$ cat src/rtl/wdiv_pkg.sv
package wdiv_pkg;
  localparam int FLAG_W    = 8;
  localparam int FLAG_SIGN = 3;
  localparam int FLAG_ZERO = 2;
  localparam logic [7:0] DIV_OPBYTE = 8'h53;

  typedef struct packed {
    logic [3:0] src;
    logic [2:0] dst;
    logic       legal;
  } dec_t;
endpackage

$ cat src/rtl/wdiv_decode.sv
module wdiv_decode
  import wdiv_pkg::*;
(
  input  logic [15:0] opcode,
  output dec_t        dec
);
  always_comb begin
    dec.src   = opcode[7:4];
    dec.dst   = opcode[2:0];
    dec.legal = (opcode[15:8] == DIV_OPBYTE) && !opcode[3];
  end

  always_comb begin
    if ((opcode[15:8] == DIV_OPBYTE) && (opcode[3] == 1'b0))
      AST_LEGAL_CODE: assert (dec.legal);
  end
endmodule

$ cat src/rtl/wdiv_seq.sv
module wdiv_seq #(
  parameter int STATES = 22,
  parameter int STEPS  = 16
) (
  input  logic clk,
  input  logic rst_n,
  input  logic accept,
  output logic busy,
  output logic step,
  output logic finish,
  output logic done
);
  localparam int CW = $clog2(STATES + 1);
  logic [CW-1:0] cnt;

  always_ff @(posedge clk) begin
    if (!rst_n) begin
      busy <= 1'b0;
      cnt  <= '0;
      done <= 1'b0;
    end else begin
      done <= 1'b0;
      if (accept) begin
        busy <= 1'b1;
        cnt  <= CW'(1);
      end else if (busy) begin
        if (done) begin
          busy <= 1'b0;
          cnt  <= '0;
        end else begin
          cnt <= cnt + CW'(1);
          if (cnt == CW'(STATES - 1)) done <= 1'b1;
        end
      end
    end
  end

  assign step   = busy && (cnt <= CW'(STEPS));
  assign finish = busy && (cnt == CW'(STATES - 1));

  AST_STEP_WHILE_BUSY: assert property (@(posedge clk) disable iff (!rst_n)
    step |-> !done);
endmodule

$ cat src/rtl/wdiv_core.sv
module wdiv_core #(
  parameter int QW = 16
) (
  input  logic            clk,
  input  logic            rst_n,
  input  logic            load,
  input  logic            step,
  input  logic [2*QW-1:0] dividend,
  input  logic [QW-1:0]   divisor,
  output logic [QW-1:0]   quot,
  output logic [QW-1:0]   rem
);
  logic [QW-1:0] rem_q, lo_q, dv_q;
  logic [QW:0]   trial, diff;
  logic          ge;

  always_comb begin
    trial = {rem_q, lo_q[QW-1]};
    ge    = trial >= {1'b0, dv_q};
    diff  = trial - {1'b0, dv_q};
  end

  always_ff @(posedge clk) begin
    if (!rst_n) begin
      rem_q <= '0;
      lo_q  <= '0;
      dv_q  <= '0;
    end else if (load) begin
      rem_q <= dividend[2*QW-1:QW];
      lo_q  <= dividend[QW-1:0];
      dv_q  <= divisor;
    end else if (step) begin
      rem_q <= ge ? diff[QW-1:0] : trial[QW-1:0];
      lo_q  <= {lo_q[QW-2:0], ge};
    end
  end

  assign quot = lo_q;
  assign rem  = rem_q;

  AST_REM_BOUND: assert property (@(posedge clk) disable iff (!rst_n)
    (step && !load && dv_q != '0 && rem_q < dv_q) |=> (rem_q < dv_q));
endmodule

$ cat src/rtl/wdiv_unit.sv
module wdiv_unit
  import wdiv_pkg::*;
#(
  parameter int QW     = 16,
  parameter int STATES = 22
) (
  input  logic              clk,
  input  logic              rst_n,
  input  logic              in_valid,
  output logic              in_ready,
  input  logic [15:0]       in_opcode,
  input  logic [2*QW-1:0]   in_dividend,
  input  logic [QW-1:0]     in_divisor,
  input  logic [FLAG_W-1:0] in_flags,
  output logic [3:0]        dec_src,
  output logic [2:0]        dec_dst,
  output logic              dec_legal,
  output logic              busy,
  output logic              done,
  output logic [2*QW-1:0]   out_result,
  output logic [FLAG_W-1:0] out_flags
);
  localparam int CW = $clog2(STATES + 1);

  dec_t          dec;
  logic          accept, step, finish;
  logic [QW-1:0] quot, rem;
  logic [FLAG_W-1:0] flag_hold;
  logic          sign_hold, zero_hold;

  wdiv_decode u_dec (.opcode(in_opcode), .dec(dec));
  assign dec_src   = dec.src;
  assign dec_dst   = dec.dst;
  assign dec_legal = dec.legal;

  assign in_ready = !busy;
  assign accept   = in_valid && in_ready;

  wdiv_seq #(.STATES(STATES), .STEPS(QW)) u_seq (
    .clk(clk), .rst_n(rst_n), .accept(accept),
    .busy(busy), .step(step), .finish(finish), .done(done));

  wdiv_core #(.QW(QW)) u_core (
    .clk(clk), .rst_n(rst_n), .load(accept), .step(step),
    .dividend(in_dividend), .divisor(in_divisor),
    .quot(quot), .rem(rem));

  always_ff @(posedge clk) begin
    if (!rst_n) begin
      flag_hold <= '0;
      sign_hold <= 1'b0;
      zero_hold <= 1'b0;
    end else if (accept) begin
      flag_hold <= in_flags;
      sign_hold <= in_divisor[QW-1];
      zero_hold <= (in_divisor == '0);
    end
  end

  always_ff @(posedge clk) begin
    if (!rst_n) begin
      out_result <= '0;
      out_flags  <= '0;
    end else if (finish) begin
      out_result <= {rem, quot};
      out_flags  <= flag_hold;
      out_flags[FLAG_SIGN] <= sign_hold;
      out_flags[FLAG_ZERO] <= zero_hold;
    end
  end

  // independent latency counter for the checks below
  logic [CW-1:0] lat_q;
  always_ff @(posedge clk) begin
    if (!rst_n)          lat_q <= '0;
    else if (accept)     lat_q <= CW'(1);
    else if (lat_q != '0 && lat_q < CW'(STATES)) lat_q <= lat_q + CW'(1);
    else                 lat_q <= '0;
  end

  AST_DONE_ONE_CYCLE: assert property (@(posedge clk) disable iff (!rst_n)
    done |=> !done);
  AST_LATENCY: assert property (@(posedge clk) disable iff (!rst_n)
    done |-> (lat_q == CW'(STATES)));
  AST_READY_AFTER_DONE: assert property (@(posedge clk) disable iff (!rst_n)
    done |=> (in_ready && !busy));
  AST_ACCEPT_STARTS: assert property (@(posedge clk) disable iff (!rst_n)
    (in_valid && in_ready) |=> busy);
  AST_HOLD_OUTPUTS: assert property (@(posedge clk) disable iff (!rst_n)
    !done |-> ($stable(out_result) && $stable(out_flags)));
endmodule

$ cat config.mk
export PLATFORM = sky130hd
export DESIGN_NAME = wdiv_unit
export DESIGN_NICKNAME = d
export VERILOG_FILES = /design/src/rtl/wdiv_pkg.sv /design/src/rtl/wdiv_decode.sv /design/src/rtl/wdiv_seq.sv /design/src/rtl/wdiv_core.sv /design/src/rtl/wdiv_unit.sv
export SDC_FILE = /design/constraint.sdc
export NUM_CORES = 1
export LEC_CHECK = 0
export BUFFER_PORTS_ARGS = -buffer_cell sky130_fd_sc_hd__buf_2
export CORE_ASPECT_RATIO = 1.75
export CORE_MARGIN = 4
export CORE_UTILIZATION = 35
export CTS_CLUSTER_SIZE = 25
export DETAILED_ROUTE_END_ITERATION = 7
export PLACE_DENSITY = 0.63
export SLEW_MARGIN = 5
export SYNTH_ARGS = -nofsm -noshare
export SYNTH_HDL_FRONTEND = slang
export SYNTH_HIERARCHICAL = 1
export SYNTH_SLANG_ARGS = --single-unit
$ cat constraint.sdc
create_clock -name clk -period 5.25 [get_ports clk]
set_input_delay 1.05 -clock clk [delete_from_list [all_inputs] [get_ports clk]]
set_output_delay 1.05 -clock clk [all_outputs]
set_load 0.05 [all_outputs]
* Word level (Yosys, flattened, before mapping) *
Index checks and enable logic that the tools add are counted.

word-level totals
  register bits = 105
  bits of input ports = 75
  word-level logic and storage cells = 43

cells by class
  add/subtract/negate cells = 2
  order comparisons = 2
  equal/unequal tests = 2
  mux-type cells = 12
  bitwise logic cells = 2
  reduce and logical (&&, ||, !) cells = 11

operators by type and width
  kind                 count
  $mux 16              5
  $ge 17x16->1         1
  $logic_not 16->1     1
  $sub 16x16->16       1
  $eq 8x7->1 const B   1
  $mux 1               6
  $add 5x1->5 const B  1
  $eq 5x5->1 const B   1
  $le 5x5->1 const B   1
  $mux 5               1
  $logic_and 1x1->1    4
  $reduce_bool 2->1    2
  $reduce_or 4->1      1
  $logic_not 1->1      2
  $not 1->1            2
  $reduce_or 2->1      1

* Depth between registers and ports, before layout *
  depth after elaboration = 4
  depth in mapped cells = 11
  gate-level depth less buffers = 11

* By module *
The synthesis kept the hierarchy.

modules (own cells, without submodules)
  module       times used  cells an instance  area each (um^2)  seq. area each (um^2)
  wdiv_core    1           383                3131.8            960.9
  wdiv_unit    1           172                1914.3            960.9
  wdiv_seq     1           43                 365.4             140.1
  wdiv_decode  1           10                 83.8              0.0

* Worst setup path before layout *
Ideal clock, no wire load.

  path type = input port to output port
  from = input port in_opcode[3]
  to = output port dec_legal
  data arrival time = 2.168 ns
  required time = 4.200 ns
  path slack = 2.032 ns
  stages on the path = 2
  buffers on the path = 0
  cells stage by stage = nand4bb_1 > nor4_2

on the way
  cells in the longest elaborated chain, start to end = 2

RTL lines
  item                RTL line           text
  start: declaration  wdiv_unit.sv:11    input logic [15:0] in_opcode,
  $logic_not 1->1     wdiv_decode.sv:10  dec.legal = (opcode[15:8] == DIV_OPBYTE) && !opcode[3];
  $logic_and 1x1->1   wdiv_decode.sv:10
  end: declaration    wdiv_unit.sv:17    output logic dec_legal,

No other way between the ends.

* Worst setup path in the final report *
  from = register u_core.rem_q[4] (netlist: u_core/rem[4])
  to = register u_core.rem_q[14] (netlist: u_core/rem[14])

on the way
  cells in the longest elaborated chain, start to end = 4

RTL lines
  item                                            RTL line                          text
  start: declaration                              wdiv_core.sv:13                   logic [QW-1:0] rem_q, lo_q, dv_q;
  start signal: assignment                        wdiv_core.sv:29                   rem_q <= dividend[2*QW-1:QW];
  start signal: assignment                        wdiv_core.sv:33                   rem_q <= ge ? diff[QW-1:0] : trial[QW-1:0];
  $sub 16x16->16 or $ge 17x16->1 (tied branches)  wdiv_core.sv:20, wdiv_core.sv:19
  $mux 16 *                                       wdiv_core.sv:33
  $mux 16 *                                       wdiv_core.sv:32                   end else if (step) begin
  $mux 16 *                                       wdiv_core.sv:28                   end else if (load) begin

Every way passes the cells marked *; elsewhere a longest branch is shown, timed or not. The select of a mux whose other input is x is not followed.
A chain may end at the register's enable or synchronous reset.

==> impl_metrics.env <==
export IMPL_fp_coreArea_um2=15400
export IMPL_fin_setup_tns_ns=0
export IMPL_relSlewSlack=0.528
export IMPL_drc=0
export IMPL_synth_edf_count=0
export IMPL_avgSynthCellArea_um2=9.04
export IMPL_postCtsHoldBufs=0
export IMPL_h_tree_depth=3
export IMPL_cp_required_ns=5.47
export IMPL_synthDistinctLibCells=63
export IMPL_drtAntennaViolNets=0
export IMPL_whs_path_depth=2
export IMPL_antenna_found_initial=0
export IMPL_rsz0062_at_grt="no"
export IMPL_crit_chain="ha_1 > o21a_1 > o211ai_1 > a31oi_2 > o211ai_2 > nand2_1 > o2111a_1 > o311a_1"
export IMPL_grt_pass1_wl_um=22000
export IMPL_hp_class="register to register"
export IMPL_finalCritPeriodShare=0.556
export IMPL_grt_pass1_vias=4381
export IMPL_timing_hold_violations_final=0
export IMPL_path_class="register to register"
export IMPL_slew_violations=0
export IMPL_leakage_nw=2.55
export IMPL_cts_post_setup_buffers_inserted=0
export IMPL_total_power_mw=2.02
export IMPL_num_antenna_cells=0
export IMPL_cp_arrival_ns=3.14
export IMPL_cp_max_fo=13
export IMPL_fin_nets=784
export IMPL_die_area_um2=17800
export IMPL_vias=4477
export IMPL_netlist_area_um2=5500
export IMPL_cts_buffer_depth=2
export IMPL_clk_latency_ns=0.34
export IMPL_synth_warnings=6
export IMPL_drv_cap=0
export IMPL_ys_seq_elements=103
export IMPL_dr_pass1_iters=4
export IMPL_initial_utilization=0.357
export IMPL_grt_max_degree=81
export IMPL_critPathLaunchType="register"
export IMPL_avgRoutedWirePerCell_um=15.9
export IMPL_io_pin_count=126
export IMPL_worst_pin_slew_ns=0.708
export IMPL_status="complete, no violations"
export IMPL_ff2ff_setup_slack_ns=2.33
export IMPL_synthToLayoutAreaGrowth_pct=15.1
export IMPL_num_rows=60
export IMPL_crit_cells=8
export IMPL_slowest_delay_ns=0.53
export IMPL_numCtsBuffers=9
export IMPL_dp_hpwl_um=10400
export IMPL_final_cell_mix="buf_2 (109), dfxtp_1 (103), mux2i_1 (72)"
export IMPL_finalClockSkew_ns=0.00911
export IMPL_min_to="flag_hold[7]"
export IMPL_cp_slowest_cell="o211ai_2"
export IMPL_final_common_cell="buf_2"
export IMPL_cts_resized=0
export IMPL_min_from="flag_hold[7]"
export IMPL_async_flop_share=0
export IMPL_clkSlewWorstSetupHoldPaths_ns=0.07
export IMPL_grt_total_usage=0.158
export IMPL_yosys_most_used_dff="dfxtp_1"
export IMPL_place_congestion=0.895
export IMPL_routed_wirelength_um=14000
export IMPL_viasPerCell=5.09
export IMPL_cts_tree="yes"
export IMPL_fp_dieW_um=103
export IMPL_ys_seq_area_frac=0.375
export IMPL_synth_cells=608
export IMPL_drt_iter0_markers=141
export IMPL_die_y_um=174
export IMPL_critPathTopFamily="compound AO/OA/AOI/OAI gates"
export IMPL_reg2reg_depth=8
export IMPL_clock_sinks=103
export IMPL_synthesis_nets=703
export IMPL_drive_gt1_frac=0.206
export IMPL_power_density_nw_per_um2=319
export IMPL_setup_viol=0
export IMPL_r2r_end="u_core/rem[14]"
export IMPL_min_period_ns=2.92
export IMPL_grt_ovfl_total=0
export IMPL_max_freq_ghz=0.342
export IMPL_io_buffers=109
export IMPL_end_kind="register"
export IMPL_cts_root_buf="clkbuf_16"
export IMPL_critical_path_buf_inv_count=0
export IMPL_reg2reg_from="u_core/rem[4]"
export IMPL_ir_worst_vdd_mv=0.135
Yosys cell counts (4+ instances only):
cell      instances  share of area
dfxtp_1         103           0.38
a21oi_1          23          0.021
buf_12            4          0.015
xnor2_1           6         0.0096
o21ai_0          27          0.025
a211oi_1          7         0.0096
nor2b_1          57          0.065
and2_1           16          0.018
nor2_1           28          0.019
nor3_1            8         0.0073
nand2_1          50          0.034
inv_1            27          0.018
o31ai_1           9          0.012
nor4_1            4         0.0046
clkbuf_1         21          0.014
nand4_1           6         0.0068
mux2i_1          72           0.13
a21boi_1          9          0.012
or3_1             5         0.0057
buf_4             8          0.011
buf_2             5         0.0046
nand3_1          23          0.021
ha_1             19          0.043
xor2_1            4         0.0064
a21o_1            5         0.0068
worst max-delay path by stage:
stage	slack, ns	end	from
floorplan	2.03	dec_legal	in_opcode[3]
global placement	2.31	u_core/rem[4]	in_valid
detailed placement	2.30	u_core/rem[5]	in_valid
CTS	2.35	dec_legal	in_opcode[3]
global route	2.24	u_core/rem[14]	u_core/rem[4]
finish	2.33	u_core/rem[14]	u_core/rem[4]
logic make-up (layout without fill, tap and decap cells):
kind of cell	count (synthesis)	after routing	share of synthesized area
multiplexers	72	72	0.131
adder cells (fa/ha/maj)	20	20	0.0469
AO/OA/AOI/OAI	119	119	0.150
flip-flops	103	103	0.375
AND/OR/NAND/NOR	214	214	0.209
buffers and inverters	70	156	0.0713
XOR/XNOR	10	10	0.0159
final cells by class:
class / instances / area (um^2)
clock inverter: 5 / 58.8
multi-input combinational: 435 / 3060
sequential: 103 / 2060
inverter: 28 / 110
clock buffer: 11 / 233
timing repair buffer: 112 / 568
tap: 186 / 233
fill: 1553 / 9060
per-stage QoR:
stage	area [um^2]	setup slack, ns	std cells	hold WS [ns]	util
after floorplan	5500	2.03	608	0.435	-
after global placement	6030	2.31	864	0.442	0.392
after detailed placement	6030	2.30	864	0.446	0.392
after CTS	6320	2.35	880	0.457	0.411
after global routing	6320	2.24	880	0.474	0.411
final	6320	2.33	880	0.453	0.411
flip-flops by register name, summed over array words and instances, names as in the netlist:
signal and flops:
out_result 32, u_core/dv_q 16, u_core/quot 16, u_core/rem 16
out_flags 8, flag_hold 6, u_seq/cnt 5, sign_hold 1
u_seq/busy 1, u_seq/done 1, zero_hold 1
power by group:
part / switching, mW / total [mW] / leakage (nW) / internal (mW)
combinational: 0.298 / 0.503 / 1.58 / 0.205
sequential: 0.0368 / 0.854 / 0.840 / 0.818
clock: 0.291 / 0.661 / 0.136 / 0.370
total: 0.625 / 2.02 / 2.55 / 1.39
worst min-delay path, stage by stage, from the launching register on:
cell	delay (ns)
dfxtp_1	0.31
nand2_1	0.05
a21boi_1	0.05
routing by layer:
metal,vias to the layer above,GRT usage,part of all wire
li1,2272,-,-
met1,2084,0.172,0.39
met2,96,0.289,0.54
met3,25,0.0205,0.038
met4,0,0.0750,0.032
met5,-,0,0
No activity file was read; power rests on OpenSTA's default activity.
